<file path="config.mk">
export PLATFORM = sky130hd
export DESIGN_NAME = rnd_up_mean
export DESIGN_NICKNAME = d
export VERILOG_FILES = /design/src/rtl/avg_pkg.sv /design/src/rtl/avg_fa_cell.sv /design/src/rtl/avg_ripple_chain.sv /design/src/rtl/avg_csel_chain.sv /design/src/rtl/rnd_up_mean.sv
export SDC_FILE = /design/constraint.sdc
export NUM_CORES = 1
export LEC_CHECK = 0
export BUFFER_PORTS_ARGS = -buffer_cell sky130_fd_sc_hd__buf_2
export CORE_AREA = 2 2 39 41
export DETAILED_ROUTE_END_ITERATION = 16
export DIE_AREA = 0 0 41 43
export MAX_ROUTING_LAYER = met4
export PLACE_DENSITY = 0.5
export SYNTH_ARGS = -nofsm -noshare
export SYNTH_HDL_FRONTEND = slang
export SYNTH_SLANG_ARGS = --single-unit
</file>
<file path="constraint.sdc">
create_clock -name vclk -period 3.8
set_input_delay 0.19 -clock vclk [all_inputs]
set_output_delay 0.19 -clock vclk [all_outputs]
set_load 0.02 [all_outputs]
</file>
<file path="src/rtl/avg_pkg.sv">
package avg_pkg;
   typedef enum logic [0:0] {
      ADDER_RIPPLE = 1'b0,
      ADDER_CSEL   = 1'b1
   } adder_kind_e;
endpackage

</file>
<file path="src/rtl/avg_fa_cell.sv">
module avg_fa_cell (
   input  logic a,
   input  logic b,
   input  logic ci,
   output logic s,
   output logic co
);
   logic p;
   assign p  = a ^ b;
   assign s  = p ^ ci;
   assign co = (a & b) | (ci & p);

   // weight of outputs must equal number of ones on inputs
   always_comb begin
      assert_fa_count_R1: assert ($countones({a, b, ci}) == int'({co, s}))
         else $error("full-adder cell weight mismatch");
   end
endmodule

</file>
<file path="src/rtl/avg_ripple_chain.sv">
module avg_ripple_chain #(
   parameter int N = 8
) (
   input  logic [N-1:0] a,
   input  logic [N-1:0] b,
   input  logic         ci,
   output logic [N-1:0] s,
   output logic         co
);
   logic [N:0] c;
   assign c[0] = ci;

   for (genvar k = 0; k < N; k++) begin : g_cell
      avg_fa_cell u_fa (
         .a (a[k]),
         .b (b[k]),
         .ci(c[k]),
         .s (s[k]),
         .co(c[k+1])
      );
   end

   assign co = c[N];
endmodule

</file>
<file path="src/rtl/avg_csel_chain.sv">
module avg_csel_chain #(
   parameter int N   = 8,
   parameter int BLK = 4
) (
   input  logic [N-1:0] a,
   input  logic [N-1:0] b,
   input  logic         ci,
   output logic [N-1:0] s,
   output logic         co
);
   localparam int NBLK = N / BLK;

   if ((N % BLK) != 0 || BLK < 1) begin : g_bad_blk
      $error("avg_csel_chain: N must be a multiple of BLK");
   end

   logic [NBLK:0] bc;
   assign bc[0] = ci;

   for (genvar g = 0; g < NBLK; g++) begin : g_blk
      if (g == 0) begin : g_first
         avg_ripple_chain #(.N(BLK)) u_rc (
            .a (a[BLK-1:0]),
            .b (b[BLK-1:0]),
            .ci(bc[0]),
            .s (s[BLK-1:0]),
            .co(bc[1])
         );
      end else begin : g_sel
         logic [BLK-1:0] s0, s1;
         logic           c0, c1;
         avg_ripple_chain #(.N(BLK)) u_rc0 (
            .a (a[g*BLK +: BLK]),
            .b (b[g*BLK +: BLK]),
            .ci(1'b0),
            .s (s0),
            .co(c0)
         );
         avg_ripple_chain #(.N(BLK)) u_rc1 (
            .a (a[g*BLK +: BLK]),
            .b (b[g*BLK +: BLK]),
            .ci(1'b1),
            .s (s1),
            .co(c1)
         );
         assign s[g*BLK +: BLK] = bc[g] ? s1 : s0;
         assign bc[g+1]         = bc[g] ? c1 : c0;

         // a carry-in of one can never yield a smaller carry than zero
         always_comb begin
            assert_csel_mono_R9: assert (!(c0 && !c1))
               else $error("carry-select block carries inconsistent");
         end
      end
   end

   assign co = bc[NBLK];
endmodule

</file>
<file path="src/rtl/rnd_up_mean.sv">
module rnd_up_mean
   import avg_pkg::*;
#(
   parameter int          WIDTH      = 8,
   parameter adder_kind_e ADDER_KIND = ADDER_RIPPLE,
   parameter int          CSEL_BLK   = 4
) (
   input  logic [WIDTH-1:0] opa,
   input  logic [WIDTH-1:0] opb,
   output logic [WIDTH-1:0] mean
);
   localparam int SUM_W = WIDTH + 1;

   if (WIDTH < 2) begin : g_bad_width
      $error("rnd_up_mean: WIDTH must be at least 2");
   end

   logic [WIDTH-1:0] low_sum;
   logic             top_carry;
   logic [SUM_W-1:0] full_sum;

   if (ADDER_KIND == ADDER_CSEL) begin : g_csel
      avg_csel_chain #(.N(WIDTH), .BLK(CSEL_BLK)) u_add (
         .a (opa),
         .b (opb),
         .ci(1'b1),
         .s (low_sum),
         .co(top_carry)
      );
   end else begin : g_ripple
      avg_ripple_chain #(.N(WIDTH)) u_add (
         .a (opa),
         .b (opb),
         .ci(1'b1),
         .s (low_sum),
         .co(top_carry)
      );
   end

   assign full_sum = {top_carry, low_sum};
   assign mean     = full_sum[SUM_W-1:1];

   always_comb begin
      assert_mean_bounds_R7: assert (
         ((opa <= opb) && (mean >= opa) && (mean <= opb)) ||
         ((opa >  opb) && (mean >= opb) && (mean <= opa)))
         else $error("mean outside operand range");
      assert_equal_ops_R7: assert ((opa != opb) || (mean == opa))
         else $error("equal operands not returned");
      assert_no_overflow_R4: assert (!(opa[WIDTH-1] && opb[WIDTH-1]) || mean[WIDTH-1])
         else $error("top carry lost");
   end
endmodule

</file>
==> flow_summary.toml, run 1 <==
[power]
clkPwrFrac = 0
leakage_nw = 0.1718
p_per_area_mw_per_mm2 = 197.1
netSwitchingFraction = 0.6074
power_frac_seq = 0
switchingPower_mw = 0.03685
ir_worst_vdd_mv = 0.08860
cell_internal_pwr_mw = 0.02382
pwr-share-comb = 1.000

[timing]
rsz0062_at_grt = "false"
slew_violations = 0
hold_violations = 0
setup_tns_ns = 0
setup_violations = 0
slew_headroom = 0.9220
clock.fmax_ghz = 0.2742
tightest_slew_ns = 0.1179
final.period_utilization = 0.9599
fin_crit_ns = 3.648

[floorplan]
die_area_mm2 = 0.001763
die_h_um = 43
die-width_um = 41
core_mm2 = 0.001384
ios = 24
initial_core_util = 0.1627
fp-row-count = 14

[worst_setup_path]
critical_path.max_fanout = 1
cp_data_arrival_time_ns = 3.46
end_kind = "output port"
slowest_stage = "fa_1"
worstPathRequired_ns = 3.61
cpMostUsedCell = "fa_1"
worst_path_largest_cell_delay_ns = 0.40
path_class = "in -> out"
startpoint_type = "input pin"
crit_chain = "buf_2, or2_1, fa_1, fa_1, fa_2, fa_1, fa_1, fa_1, inv_1, fa_1, inv_1, buf_2"

[hold_path]
holdPathStages = 3
holdCritStartpoint = "opb[1]"
hold_end = "mean[0]"
hold_path_class = "in -> out"

[synthesis]
synth_area_um2 = 225.2
yosys_warnings = 0
synth_seq_area_share = 0
syn_inst = 21
mappedNetlistNets = 44
synth.avg_cell_area_um2 = 10.72
netlist.area_leader.share = 0.6222
synth.largest_area_cell = "fa_1"
synth.distinct_cells = 4
yosys-top-cells-area = "fa_1 (62%), buf_4 (27%), inv_1 (8.3%)"

[grt]
grt_pass1_wl_um = 434
grtUsageTotal = 0.03409
overflow = 0
first_global_vias = 136
grt_max_degree = 2
antenna_found_initial = 0

[routing]
via_count = 174
drc = 0
wl_per_cell_um = 6.849
ant_nets = 0
drt-initial-drc-count = 0
totalWireLength_um = 363
drt_pass1_iterations = 1
vias_per_cell = 3.283

[run_status]
status = "completed"

[final_layout]
drive_above_1_share = 0.6757
seq_cells = 0
final_common_cell = "buf_2"
n_antenna_cell = 0
postLayoutCellArea_um2 = 307.8
area_growth_pct = 36.67
n_clock_buffer = 0
mostFrequentLayoutCells = "buf_2 (24), fa_1 (6), inv_1 (5)"
regArea_um2 = 0
multi_input_area_um2 = 148.9
nets = 62
finish.utilization = 0.2224
nFillCells = 144

[place]
postPlaceCellArea_um2 = 305.3
port_buffers = 24
place_congestion = 0.6496

[clock_network]
cts_setup_buffers = 0

[run]
max_cap_viol_count = 0
==> stage by stage <==
stage                     hold WS, ns  setup slack, ns  power [mW]  cells
after detailed placement       0.7666          0.07404     0.06135     53
after global routing           0.7839          0.02051     0.06783     53
after floorplan                0.6427           0.3096     0.05651     21
after CTS                      0.7692          0.06971     0.06172     53
final                          0.7637           0.1525     0.06068     53
after global placement         0.7676           0.1019     0.06084     53
==> timing repair <==
item,in CTS,in global routing
resized for setup,0,1
hold buffers,0,0
setup endpoints to repair,0,1
==> area by class of cell <==
type                       instances  area share
inverter                           5     0.06098
multi-input combinational          8      0.4837
tap                               16     0.06504
timing repair buffer              24      0.3902
==> critical path: cells and delay by family <==
family / cells / cell delay, ns
adders and majority gates: 7 / 2.66
and+or+nand+nor: 1 / 0.23
buffers and inverters: 4 / 0.38
==> logic make-up (layout without fill, tap and decap cells) <==
group,after synthesis,after routing,synth area share
simple gates,1,1,0.02780
buf+inv,13,29,0.3500
fa+ha+maj,7,7,0.6222
==> power by group through the flow <==
stage	Combinational, mW	Sequential, mW	Clock, mW
2_1_floorplan	0.0565	0	0
3_3_place_gp	0.0608	0	0
3_5_place_dp	0.0613	0	0
4_1_cts	0.0617	0	0
5_1_grt	0.0678	0	0
6_report	0.0607	0	0
==> routing by layer <==
| metal | track usage | vias up | wire length (µm) |
|---|---|---|---|
| li1 | - | 82 | - |
| met1 | 0.03583 | 68 | 139 |
| met2 | 0.05938 | 24 | 107 |
| met3 | 0.01571 | 0 | 116 |
| met4 | 0 | 0 | 0 |
| met5 | - | - | 0 |
==> how the worst max path moves through the flow <==
stage | from | to | slack [ns] | cells after the start
2_1_floorplan | opb[0] | mean[6] | 0.31 | 11
3_5_place_dp | opb[0] | mean[6] | 0.07 | 12
3_3_place_gp | opb[0] | mean[6] | 0.10 | 12
4_1_cts | opb[0] | mean[6] | 0.07 | 12
6_report | opb[0] | mean[6] | 0.15 | 12
5_1_grt | opb[0] | mean[6] | 0.02 | 12
==> cell usage after synthesis <==
cell type / n
buf_4: 8
or2_1: 1
fa_1: 7
inv_1: 5
Power figures use the tool's default switching activity.
==> run 2: changes to the inputs <==
--- a/config.mk
+++ b/config.mk
@@ -10,7 +10,8 @@
 export DETAILED_ROUTE_END_ITERATION = 16
 export DIE_AREA = 0 0 41 43
 export MAX_ROUTING_LAYER = met4
-export PLACE_DENSITY = 0.5
+export PLACE_DENSITY = 0.46
 export SYNTH_ARGS = -nofsm -noshare
 export SYNTH_HDL_FRONTEND = slang
+export SYNTH_HIERARCHICAL = 1
 export SYNTH_SLANG_ARGS = --single-unit
==> run 2 against run 1 <==
- critical path depth down 2
- critical endpoint unchanged
- combinational power up 13%
- count of clock-buffer cells in the layout unchanged
- non-clock buffer count unchanged
==> flow_summary.toml, run 2 <==
[grt]
grt_max_degree = 2
antenna_found_initial = 0
grt_pass1_wl_um = 738
first_global_vias = 183
overflow = 0
grtUsageTotal = 0.06224

[routing]
vias_per_cell = 3.388
drt_pass1_iterations = 1
drc = 0
totalWireLength_um = 525
drt-initial-drc-count = 0
wl_per_cell_um = 10.71
via_count = 166
ant_nets = 0

[worst_setup_path]
worstPathRequired_ns = 3.61
end_kind = "output port"
slowest_stage = "fa_1"
worst_path_largest_cell_delay_ns = 0.53
path_class = "in -> out"
crit_chain = "buf_2, fa_2, fa_2, fa_1, fa_2, fa_2, fa_2, fa_2, fa_1, buf_4"
cp_data_arrival_time_ns = 3.46
startpoint_type = "input pin"
critical_path.max_fanout = 1
cpMostUsedCell = "fa_2"

[final_layout]
final_common_cell = "buf_2"
seq_cells = 0
nFillCells = 151
n_antenna_cell = 0
regArea_um2 = 0
n_clock_buffer = 0
mostFrequentLayoutCells = "buf_2 (23), fa_2 (6), fa_1 (2)"
postLayoutCellArea_um2 = 321.6
drive_above_1_share = 0.9091
fin_cells = 49
area_growth_pct = 87.59
nets = 59

[floorplan]
ios = 24
initial_core_util = 0.1239
die_h_um = 43
core_mm2 = 0.001384
die-width_um = 41
die_area_mm2 = 0.001763
fp-row-count = 14

[timing]
hold_violations = 0
final.period_utilization = 0.9614
slew_violations = 0
fin_crit_ns = 3.653
rsz0062_at_grt = "false"
holdWs_ns = 0.7606
setup_slack_ns = 0.1468
setup_violations = 0
clock.fmax_ghz = 0.2737

[place]
dp_slack_ns = -0.1274
place_congestion = 0.7065
postPlaceCellArea_um2 = 304.0
placed_cells = 49
port_buffers = 24

[synthesis]
synth.largest_area_cell = "fa_1"
synth.distinct_cells = 3
synthTopCellsByCount = "fa_1 (8), buf_4 (1), conb_1 (1)"
synth.avg_cell_area_um2 = 17.14
syn_inst = 10
yosys_warnings = 6
yosys-top-cells-area = "fa_1 (93%), buf_4 (4.4%), conb_1 (2.2%)"
netlist.area_leader.share = 0.9343
synth_seq_area_share = 0
mappedNetlistNets = 34
synth_area_um2 = 171.4
synth_most_common_cell = "fa_1"

[clock_network]
ctsHoldBuffers = 0

[run_status]
status = "completed"

[power]
ir_worst_vdd_mv = 0.06032
leakage_nw = 0.1520
p_per_area_mw_per_mm2 = 212.4

[run]
max_cap_viol_count = 0

[hold_path]
hold_path_class = "in -> out"
run 2: worst max-delay path: cells and delay by family:
kind	cells	cell delay, ns
adder cells (fa/ha/maj)	8	3.02
buffers and inverters	2	0.25
run 2: worst paths after layout:
| check | start | endpoint | slack [ns] | cells after the start |
|---|---|---|---|---|
| worst max-delay path | opa[0] | mean[6] | 0.15 | 10 |
| worst min-delay path | opb[7] | mean[7] | 0.76 | 3 |
run 2: metrics by stage:
step,setup TNS [ns],total power [mW],utilization
6_report,0,0.06831,0.2324
5_1_grt,0,0.07776,0.2324
4_1_cts,0,0.06951,0.2288
3_5_place_dp,-0.1274,0.06627,0.2197
3_3_place_gp,-0.1286,0.06493,0.2197
2_1_floorplan,0,0.04490,-
run 2: where the power goes:
group	total (mW)	leakage, nW	internal, mW	switching (mW)
logic	0.0683	0.152	0.0280	0.0403
clock network	0	0	0	0
registers	0	0	0	0
total	0.0683	0.152	0.0280	0.0403
run 2: logic make-up (layout without fill, tap and decap cells):
group        after synthesis  in the layout  share of synthesized area
other cells                1              1                    0.02188
fa+ha+maj                  8              8                     0.9343
buf+inv                    1             24                    0.04381
run 2: per-layer routing:
| layer | share of wire | wire length (µm) | GRT usage | vias to the layer above |
|---|---|---|---|---|
| met5 | 0 | 0 | - | - |
| met4 | 0 | 0 | 0 | 0 |
| met3 | 0.22 | 118 | 0.01047 | 0 |
| met2 | 0.32 | 167 | 0.07813 | 24 |
| met1 | 0.45 | 238 | 0.1089 | 70 |
| li1 | - | - | - | 72 |
run 2: cell type report:
cell class | instances | area (µm²) | share of cell area
repair buffers | 24 | 122.6 | 0.3813
multi-input cells | 9 | 178.9 | 0.5564
well taps | 16 | 20.02 | 0.06226
run 2: repair_timing:
action	CTS	global route
cloned	0	0
resized for setup	5	2
endpoints found under the setup margin	1	1
buffers inserted	0	0
pin swaps	1	0
==> run 3: changes to the inputs <==
--- a/config.mk
+++ b/config.mk
@@ -10,7 +10,7 @@
 export DETAILED_ROUTE_END_ITERATION = 16
 export DIE_AREA = 0 0 41 43
 export MAX_ROUTING_LAYER = met4
-export PLACE_DENSITY = 0.46
+export PLACE_DENSITY = 0.47
 export SYNTH_ARGS = -nofsm -noshare
 export SYNTH_HDL_FRONTEND = slang
 export SYNTH_HIERARCHICAL = 1
==> constraint.sdc (replaced) <==
create_clock -name vclk -period 3.1
set_input_delay 0.155 -clock vclk [all_inputs]
set_output_delay 0.155 -clock vclk [all_outputs]
set_load 0.02 [all_outputs]
==> run 3 against run 2 <==
- largest cell class unchanged
- routed wire length decreased by 17%
- combinational power rose by 33%
- the run now ends with setup timing left
- first-iteration DRC count unchanged
- critical path depth did not move
- flip-flop and latch count unchanged
- design area increased by 8.6%
- non-clock buffer count did not move
- worst hold slack worse by 0.073 ns
- sequential share of layout area did not move
- cell count unchanged
- critical endpoint unchanged
==> flow_summary.toml, run 3 (synthesis results as in run 2) <==
[final_layout]
nets = 59
n_antenna_cell = 0
nFillCells = 149
drive_above_1_share = 0.9697
n_clock_buffer = 0
multi_input_area_um2 = 183.9
area_growth_pct = 103.7
regArea_um2 = 0
seq_cells = 0
mostFrequentLayoutCells = "buf_2 (20), fa_2 (8), buf_6 (4)"
finish.utilization = 0.2523
final_common_cell = "buf_2"

[worst_setup_path]
cpMostUsedCell = "fa_2"
critical_path.max_fanout = 1
crit_chain = "buf_6, fa_2, fa_2, fa_2, fa_2, fa_2, fa_2, fa_2, fa_2, buf_6"
critical_path_buf_inv_count = 2
startpoint_type = "input pin"
worstPathRequired_ns = 2.94
slowest_stage = "fa_2"
path_class = "in -> out"
end_kind = "output port"
cp_top_family = "adder cells"
worst_path_largest_cell_delay_ns = 0.55
cp_data_arrival_time_ns = 3.36

[routing]
totalWireLength_um = 435
vias_per_cell = 3.429
wl_per_cell_um = 8.878
via_count = 168
drt-initial-drc-count = 0
drc = 0
ant_nets = 0
drt_pass1_iterations = 1

[power]
power_frac_seq = 0
p_per_area_mw_per_mm2 = 261.0
cell_internal_pwr_mw = 0.04137
power_mw = 0.09110
netSwitchingFraction = 0.5458
clkPwrFrac = 0
switchingPower_mw = 0.04973
ir_worst_vdd_mv = 0.1230
leakage_nw = 0.1579
pwr-share-comb = 1.000

[floorplan]
die_h_um = 43
ios = 24
core_mm2 = 0.001384
die_area_mm2 = 0.001763
initial_core_util = 0.1239
die-width_um = 41
fp-row-count = 14

[grt]
grtUsageTotal = 0.04339
grt_max_degree = 2
overflow = 0
antenna_found_initial = 0
first_global_vias = 176
grt_pass1_wl_um = 565

[clock_network]
ctsHoldBuffers = 0
cts_setup_buffers = 0

[timing]
setup_violations = 3
fin_crit_ns = 3.516
setup_slack_ns = -0.4155
setup_tns_ns = -0.7172
slew_violations = 0
clock.fmax_ghz = 0.2845
final.period_utilization = 1.134
hold_violations = 0
rsz0062_at_grt = "true"

[place]
port_buffers = 24
dp_slack_ns = -0.4869
place_congestion = 0.6134

[run]
max_cap_viol_count = 0

[hold_path]
hold_path_class = "in -> out"

[run_status]
violations = "setup timing"
status = "finished, violations left"
-- run 3: cell count changes in the layout (fill, tap and decap cells not counted) --
cell / previous run / this run
buf_6: 0 / 4
buf_4: 1 / 0
fa_2: 6 / 8
buf_2: 23 / 20
fa_1: 2 / 0
-- run 3: power groups by stage --
stage	logic, mW	registers (mW)	clock network [mW]
CTS	0.0936	0	0
global placement	0.0803	0	0
detailed placement	0.0818	0	0
global route	0.101	0	0
finish	0.0911	0	0
floorplan	0.0621	0	0
-- run 3: cell type report --
cell class	count	share of cell area
Tap cell	16	0.05735
Multi-Input combinational cell	9	0.5269
Timing Repair Buffer	24	0.4158
-- run 3: timing repair --
action                                  CTS  global route
pin swaps                                 0             0
endpoints found under the setup margin    3             3
resized for setup                         7             0
-- run 3: final timing paths --
| check | end | cells after the start | from |
|---|---|---|---|
| setup / recovery | mean[6] | 10 | opa[0] |
| hold / removal | mean[7] | 3 | opb[7] |
-- run 3: layer usage --
metal  vias to the layer above  GRT usage  routed length, µm
met3                         0    0.01047                114
li1                         72          -                  -
met5                         -          -                  0
met4                         0          0                  0
met1                        72    0.05212                149
met2                        24    0.07500                172
-- run 3: worst min-delay path: stages --
cell and delay, ns:
buf_2 0.09, fa_2 0.18, buf_6 0.11
-- run 3: stage by stage --
step,hold slack [ns],cell area [µm²],std cells
2_1_floorplan,0.5561,195.2,10
3_3_place_gp,0.7078,324.1,49
3_5_place_dp,0.7117,324.1,49
4_1_cts,0.6888,349.1,49
5_1_grt,0.7127,349.1,49
6_report,0.6872,349.1,49
